===== config.mk =====
export PLATFORM = sky130hd
export DESIGN_NAME = spi_byte_master
export DESIGN_NICKNAME = d
export VERILOG_FILES = /design/src/rtl/spim_pkg.sv /design/src/rtl/spim_clkgen.sv /design/src/rtl/spim_shifter.sv /design/src/rtl/spi_byte_master.sv
export SDC_FILE = /design/constraint.sdc
export NUM_CORES = 1
export LEC_CHECK = 0
export BUFFER_PORTS_ARGS = -buffer_cell sky130_fd_sc_hd__buf_2
export CAP_MARGIN = 15
export CORE_ASPECT_RATIO = 0.8
export CORE_MARGIN = 2
export CORE_UTILIZATION = 50
export CTS_CLUSTER_SIZE = 10
export DETAILED_ROUTE_END_ITERATION = 7
export PLACE_DENSITY = 0.7
export SLEW_MARGIN = 20
export SYNTH_ARGS = -nofsm -noshare
export SYNTH_HDL_FRONTEND = slang
export SYNTH_SLANG_ARGS = --single-unit

===== constraint.sdc =====
create_clock -name clk_i -period 3.78 [get_ports clk_i]
set_input_delay 0.189 -clock clk_i [delete_from_list [all_inputs] [get_ports clk_i]]
set_output_delay 0.189 -clock clk_i [all_outputs]
set_load 0.03 [all_outputs]

===== src/rtl/spim_pkg.sv =====
package spim_pkg;
  typedef enum logic [1:0] {
    REG_CTRL = 2'd0,
    REG_RATE = 2'd1,
    REG_STAT = 2'd2,
    REG_DATA = 2'd3
  } reg_sel_e;

  typedef struct packed {
    logic [1:0] spare;
    logic       lsb_first;
    logic       cpha;
    logic       cpol;
    logic       tx_ie;
    logic       rx_ie;
    logic       en;
  } ctrl_t;
endpackage


===== src/rtl/spim_clkgen.sv =====
module spim_clkgen #(
  parameter int PRE_W    = 3,
  parameter int RATE_W   = 4,
  parameter int RATE_MAX = 7
) (
  input  logic              clk_i,
  input  logic              rst_ni,
  input  logic              run_i,
  input  logic [PRE_W-1:0]  pre_i,
  input  logic [RATE_W-1:0] rate_i,
  output logic              tick_o
);
  localparam int CNT_W = PRE_W + RATE_MAX + 1;
  localparam logic [CNT_W-1:0] ONE = CNT_W'(1);

  logic [RATE_W-1:0] rate_eff;
  logic [CNT_W-1:0]  half, cnt_q;
  logic              last;

  // exponent saturates at RATE_MAX
  assign rate_eff = (rate_i > RATE_W'(RATE_MAX)) ? RATE_W'(RATE_MAX) : rate_i;
  assign half     = (CNT_W'(pre_i) + ONE) << rate_eff;
  assign last     = (cnt_q == half - ONE);
  assign tick_o   = run_i & last;

  always_ff @(posedge clk_i or negedge rst_ni) begin
    if (!rst_ni)            cnt_q <= '0;
    else if (!run_i || last) cnt_q <= '0;
    else                    cnt_q <= cnt_q + ONE;
  end
endmodule


===== src/rtl/spim_shifter.sv =====
module spim_shifter #(
  parameter int DATA_W = 8
) (
  input  logic              clk_i,
  input  logic              rst_ni,
  input  logic              en_i,
  input  logic              start_i,
  input  logic [DATA_W-1:0] tx_byte_i,
  input  logic              tick_i,
  input  logic              cpol_i,
  input  logic              cpha_i,
  input  logic              lsb_i,
  input  logic              miso_i,
  output logic              busy_o,
  output logic              load_o,
  output logic              done_o,
  output logic [DATA_W-1:0] rx_byte_o,
  output logic              sck_o,
  output logic              mosi_o,
  output logic              ss_no
);
  localparam int EDGES = 2 * DATA_W;
  localparam int EW    = $clog2(EDGES + 1);
  localparam int IW    = $clog2(DATA_W);
  localparam logic [EW-1:0] LAST_E = EW'(EDGES);

  logic              busy_q;
  logic [EW-1:0]     edge_q, tx_e;
  logic [DATA_W-1:0] tx_q, rx_q;
  logic [IW-1:0]     rx_idx, tx_idx, rx_pos, tx_pos;
  logic              sample;

  // edge_q = edges already produced in this frame
  assign sample = (edge_q[0] == cpha_i);
  assign rx_idx = IW'(edge_q >> 1);

  always_comb begin
    if (cpha_i) tx_e = (edge_q == '0) ? '0 : ((edge_q - EW'(1)) >> 1);
    else        tx_e = edge_q >> 1;
    if (tx_e > EW'(DATA_W - 1)) tx_e = EW'(DATA_W - 1);
  end
  assign tx_idx = IW'(tx_e);
  assign rx_pos = lsb_i ? rx_idx : IW'(DATA_W - 1) - rx_idx;
  assign tx_pos = lsb_i ? tx_idx : IW'(DATA_W - 1) - tx_idx;

  assign load_o    = en_i & ~busy_q & start_i;
  assign done_o    = en_i & busy_q & tick_i & (edge_q == LAST_E);
  assign busy_o    = busy_q;
  assign rx_byte_o = rx_q;
  assign sck_o     = cpol_i ^ edge_q[0];
  assign mosi_o    = busy_q & tx_q[tx_pos];
  assign ss_no     = ~busy_q;

  always_ff @(posedge clk_i or negedge rst_ni) begin
    if (!rst_ni) begin
      busy_q <= 1'b0;
      edge_q <= '0;
      tx_q   <= '0;
      rx_q   <= '0;
    end else if (!en_i) begin
      busy_q <= 1'b0;
      edge_q <= '0;
    end else if (!busy_q) begin
      if (start_i) begin
        busy_q <= 1'b1;
        edge_q <= '0;
        tx_q   <= tx_byte_i;
      end
    end else if (tick_i) begin
      if (edge_q == LAST_E) begin
        busy_q <= 1'b0;
        edge_q <= '0;
      end else begin
        edge_q <= edge_q + EW'(1);
        if (sample) rx_q[rx_pos] <= miso_i;
      end
    end
  end
endmodule


===== src/rtl/spi_byte_master.sv =====
module spi_byte_master
  import spim_pkg::*;
#(
  parameter int PRE_W    = 3,
  parameter int RATE_W   = 4,
  parameter int RATE_MAX = 7
) (
  input  logic       clk_i,
  input  logic       rst_ni,
  input  logic [1:0] sel_i,
  input  logic       wr_i,
  input  logic       rd_i,
  input  logic [7:0] wdata_i,
  output logic [7:0] rdata_o,
  output logic       sck_o,
  output logic       mosi_o,
  output logic       ss_no,
  input  logic       miso_i,
  output logic       irq_rx_o,
  output logic       irq_tx_o
);
  localparam int RW = PRE_W + RATE_W;

  ctrl_t         ctrl_q;
  logic [RW-1:0] rate_q;
  logic [7:0]    tx_buf_q, rx_data_q, rx_byte;
  logic          tx_full_q, rx_full_q, rx_armed_q;
  logic          wr_data, rd_data, rd_stat, load, done, tick, busy;

  assign wr_data = wr_i & (sel_i == REG_DATA) & ctrl_q.en;
  assign rd_data = rd_i & (sel_i == REG_DATA);
  assign rd_stat = rd_i & (sel_i == REG_STAT);

  always_ff @(posedge clk_i or negedge rst_ni) begin
    if (!rst_ni) begin
      ctrl_q <= '0;
      rate_q <= '0;
    end else if (wr_i) begin
      if (sel_i == REG_CTRL) ctrl_q <= wdata_i;
      if (sel_i == REG_RATE) rate_q <= wdata_i[RW-1:0];
    end
  end

  always_ff @(posedge clk_i or negedge rst_ni) begin
    if (!rst_ni) begin
      tx_buf_q  <= '0;
      tx_full_q <= 1'b0;
    end else if (wr_data) begin
      tx_buf_q  <= wdata_i;
      tx_full_q <= 1'b1;
    end else if (load || !ctrl_q.en) begin
      tx_full_q <= 1'b0;
    end
  end

  // receive flag: status read that sees it set arms, data read then clears
  always_ff @(posedge clk_i or negedge rst_ni) begin
    if (!rst_ni) begin
      rx_data_q  <= '0;
      rx_full_q  <= 1'b0;
      rx_armed_q <= 1'b0;
    end else if (done) begin
      rx_data_q  <= rx_byte;
      rx_full_q  <= 1'b1;
      rx_armed_q <= 1'b0;
    end else if (rd_data && rx_armed_q) begin
      rx_full_q  <= 1'b0;
      rx_armed_q <= 1'b0;
    end else if (rd_stat && rx_full_q) begin
      rx_armed_q <= 1'b1;
    end
  end

  spim_clkgen #(
    .PRE_W   (PRE_W),
    .RATE_W  (RATE_W),
    .RATE_MAX(RATE_MAX)
  ) i_clkgen (
    .clk_i (clk_i),
    .rst_ni(rst_ni),
    .run_i (busy),
    .pre_i (rate_q[RW-1:RATE_W]),
    .rate_i(rate_q[RATE_W-1:0]),
    .tick_o(tick)
  );

  spim_shifter #(
    .DATA_W(8)
  ) i_shifter (
    .clk_i    (clk_i),
    .rst_ni   (rst_ni),
    .en_i     (ctrl_q.en),
    .start_i  (tx_full_q),
    .tx_byte_i(tx_buf_q),
    .tick_i   (tick),
    .cpol_i   (ctrl_q.cpol),
    .cpha_i   (ctrl_q.cpha),
    .lsb_i    (ctrl_q.lsb_first),
    .miso_i   (miso_i),
    .busy_o   (busy),
    .load_o   (load),
    .done_o   (done),
    .rx_byte_o(rx_byte),
    .sck_o    (sck_o),
    .mosi_o   (mosi_o),
    .ss_no    (ss_no)
  );

  always_comb begin
    case (sel_i)
      REG_CTRL: rdata_o = ctrl_q;
      REG_RATE: rdata_o = 8'(rate_q);
      REG_STAT: rdata_o = {6'b0, rx_full_q, ~tx_full_q};
      default:  rdata_o = rx_data_q;
    endcase
  end

  assign irq_rx_o = ctrl_q.rx_ie & rx_full_q;
  assign irq_tx_o = ctrl_q.tx_ie & ctrl_q.en & ~tx_full_q;
endmodule


Yosys cells after proc, flatten, opt, wreduce, memory -nomap -nowiden
Index checks and enable logic that the tools add are counted.
{"block": "word_totals", "ff_bits": 67, "input_bits": 15, "out_inout_bits": 13, "elab_cells": 104}
{"block": "classes", "n_addsub": 7, "magnitude_cmp": 5, "eq_ne": 8, "n_shift": 1, "n_mux": 30, "bitwise_logic": 18, "n_reduce_logical": 17}
{"op": "$mux W5", "n": 5}
{"op": "$pmux W8 S3", "n": 1}
{"op": "$and A1 B1 Y1", "n": 14}
{"op": "$mux W1", "n": 14}
{"op": "$mux W4", "n": 3}
{"op": "$add A11 B1 Y11 const B", "n": 1}
{"op": "$eq A11 B11 Y1", "n": 1}
{"op": "$mux W11", "n": 1}
{"op": "$shl A11 B4 Y11", "n": 1}
{"op": "$sub A11 B1 Y11 const B", "n": 1}
{"op": "$mux W3", "n": 3}
{"op": "$bwmux W8", "n": 1}
{"op": "$gt A4 B3 Y1 const B", "n": 2}
{"op": "$lt A3 B4 Y1 const B", "n": 2}
{"op": "$reduce_and A2 Y1", "n": 3}
{"op": "$sub A3 B3 Y3 const A", "n": 2}
{"op": "$add A5 B1 Y5 const B", "n": 1}
{"op": "$eq A5 B5 Y1 const B", "n": 1}
{"op": "$logic_not A5 Y1", "n": 1}
{"op": "$reduce_and A5 Y1", "n": 1}
{"op": "$sub A5 B1 Y5 const B", "n": 1}
{"op": "$add A3 B1 Y4 const B", "n": 1}
{"op": "$eq A2 B2 Y1 const B", "n": 2}
{"op": "$reduce_bool A2 Y1", "n": 2}
{"op": "15 further kinds", "n": 21}

Longest topological paths before layout
{"block": "logic_depth", "depth_word": 10, "ltp_mapped": 17, "depth_no_buf": 12}

Modules after synthesis
Synthesis repeated with hierarchy kept, for this count alone.
{"block": "unflattened", "cells_unflattened": 463, "area_unflattened_um2": 4518.1}
{"module": "spim_shifter", "instances": 1, "cells_each": 196, "area_per_inst_um2": 1601.5, "seq_area_each_um2": 550.5}
{"module": "spi_byte_master", "instances": 1, "cells_each": 99, "area_per_inst_um2": 1511.4, "seq_area_each_um2": 850.8}
{"module": "spim_clkgen", "instances": 1, "cells_each": 168, "area_per_inst_um2": 1405.1, "seq_area_each_um2": 275.3}

Worst setup path after synthesis
Ideal clock, no wire load.
{"block": "synth_path", "kind": "register to register", "startpoint": "register rate_q[0]", "endpoint": "register rx_data_q[1]", "setup_ns": 0.127, "arrival_ns": 3.615, "setup_slack_ns": 0.037, "path_stages_with_launch": 15, "n_path_buf": 4, "period_less_slack_ns": 3.743, "path_cell_list": "dfrtp_1 buf_2 clkbuf_1 clkbuf_1 o311ai_0 ha_1 a2111oi_0 a31o_1 nor3b_2 mux2i_1 a2111oi_4 nand4_2 or3_1 buf_6 mux2_1"}
{"block": "synth_via", "elab_chain_cells": 8}
{"item": "start, declared", "line_no": "spi_byte_master.sv:25", "text": "logic [RW-1:0] rate_q;"}
{"item": "start signal, assigned", "line_no": "spi_byte_master.sv:40", "text": "if (sel_i == REG_RATE) rate_q <= wdata_i[RW-1:0];"}
{"item": "$gt A4 B3 Y1", "line_no": "spim_clkgen.sv:21", "text": "assign rate_eff = (rate_i > RATE_W'(RATE_MAX)) ? RATE_W'(RATE_MAX) : rate_i;"}
{"item": "$mux W4 *", "line_no": "spim_clkgen.sv:21"}
{"item": "$shl A11 B4 Y11 *", "line_no": "spim_clkgen.sv:22", "text": "assign half = (CNT_W'(pre_i) + ONE) << rate_eff;"}
{"item": "$sub A11 B1 Y11 *", "line_no": "spim_clkgen.sv:23", "text": "assign last = (cnt_q == half - ONE);"}
{"item": "$eq A11 B11 Y1 *", "line_no": "spim_clkgen.sv:23"}
{"item": "$and A1 B1 Y1 *", "line_no": "spim_clkgen.sv:24", "text": "assign tick_o = run_i & last;"}
{"item": "$and A1 B1 Y1 * (2 in a row)", "line_no": "spim_shifter.sv:47", "text": "assign done_o = en_i & busy_q & tick_i & (edge_q == LAST_E);"}
{"item": "end signal, assigned", "line_no": "spi_byte_master.sv:63", "text": "rx_data_q <= rx_byte;"}
{"item": "end, declared", "line_no": "spi_byte_master.sv:26", "text": "logic [7:0] tx_buf_q, rx_data_q, rx_byte;"}
Mark *: on every way between the ends. The rest lies on a longest branch, timed or not.
A chain may end at the register's enable or synchronous reset.

Final worst setup path
{"block": "layout_path", "startpoint": "register rate_q[4]", "endpoint": "register rx_data_q[1]"}
{"block": "layout_via", "elab_chain_cells": 7}
{"item": "$add A3 B1 Y4", "line_no": "spim_clkgen.sv:22"}
{"item": "$shl A11 B4 Y11", "line_no": "spim_clkgen.sv:22"}
{"item": "$sub A11 B1 Y11", "line_no": "spim_clkgen.sv:23"}
{"item": "$eq A11 B11 Y1", "line_no": "spim_clkgen.sv:23"}
{"item": "$and A1 B1 Y1", "line_no": "spim_clkgen.sv:24"}
{"item": "$and A1 B1 Y1 (2 in a row)", "line_no": "spim_shifter.sv:47"}
No other way between the ends.

==> results.md <==
* Status: finished, final reports clean
* CTS Root Buffer Type: clkbuf_8
* Hpwl dp at 8.36 mm
* Synth Area in Compound Gates at 0.161
* DP Worst Slack at -78.2 ps
* Placement Cell Area at 4760 sq um
* Setup TNS at 0 ps
* Detailed Routing Iterations Pass 1 at 5
* Synthesized flop and latch total at 67
* Post-Syn Nets at 481
* Starting Density at 0.518
* Starting DRT DRC Count at 304
* Post-Synth XOR/XNOR Area at 0.0573
* Top-level I/O count at 28
* Total number of vias at 3821
* Post-synth EDFFs at 0
* Vias in the first global route at 3563
* H-tree levels at 3
* Rows at 30
* CTS tree: done
* Simple-gate share of the synthesized area at 0.201
* Chip Width at 109 um
* Num Clock Sinks at 67
* Crit start category: flop
* Post-synthesis sequential area ratio at 0.380
* CP max FO at 10
* WL/cell at 19.0 um
* Post-synthesis area per instance at 9.57 sq um
* Crit end category: flop
* Async S/R FF share, synth at 1.00
* Fin. max-slew vios at 0
* Hold Fails Final Rpt at 0
* Die height at 88.0 um
* Share of layout cells above drive strength 1 at 0.274
* Synth cell types at 69
* Least-Margin Pin Slew at 842 ps
* Number of buffers added on ports at 27
* Adder and majority gate portion of the synthesized area at 0.0164
* Gr usage total at 0.256
* Routed vias/inst at 6.24
* Hold Path Class: in -> reg
* Antenna violations before repair at 0
* Fillers at 704
* Full die area at 9600 sq um
* Worst endpoint data arrival time at 3840 ps
* MaxCap Viol Count at 0
* Mapped Cells at 461
* Core Region at 8520 sq um
* Post-synthesis mux area share at 0.147
* Layout Nets at 515
* Detail Route Antenna Nets at 0
* Tcrit/Tclk final at 0.955
* Final setup violation count at 0
* Required time of the critical path at 4020 ps
* Worst-Skew Late Latency at 360 ps
* Largest family of logic cells by synthesized area: simple AND/OR/NAND/NOR gates
* Commonest non-fill, non-tap cell in the layout: dfrtp_1
* YS warnings at 0
* Cts bufs inserted at 9
* Fin Clk Skew at 14.8 ps
* CTS max path bufs at 2
* Pin count of the biggest net entering global routing at 37
* Worst Setup Path Type: reg -> reg
* Max Fclk at 0.277 GHz
* Max transition margin at 0.439
* Grt total ovfl at 0
* Post-route DRC violation count at 0
* RD Place Congestion at 0.897
* Setup ws final at 171 ps
* Most frequent cells in the layout: 66 x dfrtp_1, 39 x nor2_1, 36 x nand2_1, 33 x mux2_2, 27 x buf_2
* Final Critical Period at 3610 ps
* Most used DFF post-synth: dfrtp_1
* Pwr dens at 488 nW/um^2
* Post-route design area at 5120 sq um
* First-pass GRT wire length at 18.6 mm
* Antenna Cells at 0
* Area Overhead vs Synth at 16.0%
* Total Wirelength at 11.7 mm
* Leakage at 2.16 nW
* Max IR drop VDD at 0.000413 V
* Synth Cell Area at 4410 sq um
* Clock transition at path regs at 80 ps
==> where the power goes <==
group | internal (mW) | leakage [nW] | switching (mW)
logic | 0.401 | 1.22 | 0.488
clock network | 0.377 | 0.111 | 0.302
registers | 0.827 | 0.836 | 0.105
==> cell families after synthesis <==
| family | count (synthesis) |
|---|---|
| fa+ha+maj | 6 |
| mux | 53 |
| xor+xnor | 28 |
| simple gates | 170 |
| compound gates | 97 |
| flops | 67 |
| buf+inv | 40 |
==> through the flow <==
stage          total power, mW  utilization  hold slack, ps  instances
6_report                  2.50        0.601            99.4        612
5_1_grt                   2.63        0.601            85.1        612
3_3_place_gp              1.72        0.559             336        595
3_5_place_dp              1.75        0.559             339        595
2_1_floorplan             1.50            -            -107        461
4_1_cts                   2.44        0.587            84.7        612
==> what timing repair did <==
| action | CTS | global route |
|---|---|---|
| hold buffers | 1 | 0 |
| endpoints found under the hold margin | 35 | 0 |
| pin swaps | 0 | 8 |
| buffers inserted | 0 | 1 |
| setup endpoints to repair | 8 | 21 |
| gates resized for setup | 2 | 21 |
==> metal layers <==
layer	vias to the layer above	share of wire	GRT usage
met5	-	0	0
met4	0	0.018	0.0769
met3	23	0.081	0.0513
met2	164	0.44	0.369
met1	1854	0.46	0.388
li1	1780	-	-
==> critical path, stage by stage, from the launching register on <==
cell and delay, ps:
dfrtp_1 410, ha_4 260, buf_4 150, or4b_1 520, o211ai_1 200, or3_4 210, nand4_1 150, nand3_2 130
mux2i_1 110, a2111oi_4 350, nand4_2 150, or3_4 490, mux2_1 340
==> worst paths after layout <==
kind / start / endpoint / slack, ps / cells past startpoint
max: rate_q[4]$_DFFE_PN0P_ / rx_data_q[1]$_DFFE_PN0P_ / 170 / 12
min: wdata_i[7] / tx_buf_q[7]$_DFFE_PN0P_ / 100 / 2
max reg2reg: rate_q[4]$_DFFE_PN0P_ / rx_data_q[1]$_DFFE_PN0P_ / 170 / 12
min reg2reg: rx_data_q[1]$_DFFE_PN0P_ / rx_data_q[1]$_DFFE_PN0P_ / 500 / 1
max in group asynchronous: rst_ni / i_clkgen.cnt_q[6]$_DFF_PN0_ / 2380 / 3
min in group asynchronous: rst_ni / i_shifter.rx_byte_o[3]$_DFFE_PN0P_ / 480 / 2
==> Yosys cell counts, drive strengths merged (4+ instances only) <==
cell	number	area share
a21oi	12	0.014
xor2	20	0.041
xnor2	8	0.016
inv	9	0.0077
and2	6	0.0085
nand4	8	0.013
and3	9	0.013
or3	4	0.0068
a41oi	4	0.0079
a221oi	6	0.012
a211oi	5	0.0085
mux4	4	0.020
dfrtp	67	0.38
buf	6	0.0082
nor4	6	0.0085
a31oi	9	0.013
o211ai	7	0.012
nand2	36	0.031
nand3	17	0.019
clkbuf	24	0.020
o21ai	17	0.019
mux2	41	0.11
o21bai	4	0.0068
nor3b	4	0.0079
nand2b	6	0.0085
a21boi	4	0.0068
ha	5	0.014
nor3	17	0.019
mux2i	8	0.018
and4	4	0.0079
nor2	39	0.033
==> cell type report <==
class / instances / area, sq um / share of cell area
flip-flops and latches: 67 / 1680 / 0.328
repair buffers: 53 / 345 / 0.0674
clock inverters: 7 / 98.8 / 0.0193
well taps: 112 / 140 / 0.0274
clock buffers: 9 / 124 / 0.0242
multi-input cells: 354 / 2700 / 0.527
inverters: 10 / 37.5 / 0.00733
==> registers in the layout, indices dropped and copies added, names as in the netlist <==
register and cells:
rx_armed_q 1, ctrl_q 8, i_clkgen.cnt_q 11, i_shifter.edge_q 5, rate_q 7, i_shifter.rx_byte_o 8, rx_data_q 8, tx_buf_q 8
rx_full_q 1, i_shifter.busy_o 1, i_shifter.tx_q 8, tx_full_q 1
(Power assumes the default switching activity.)
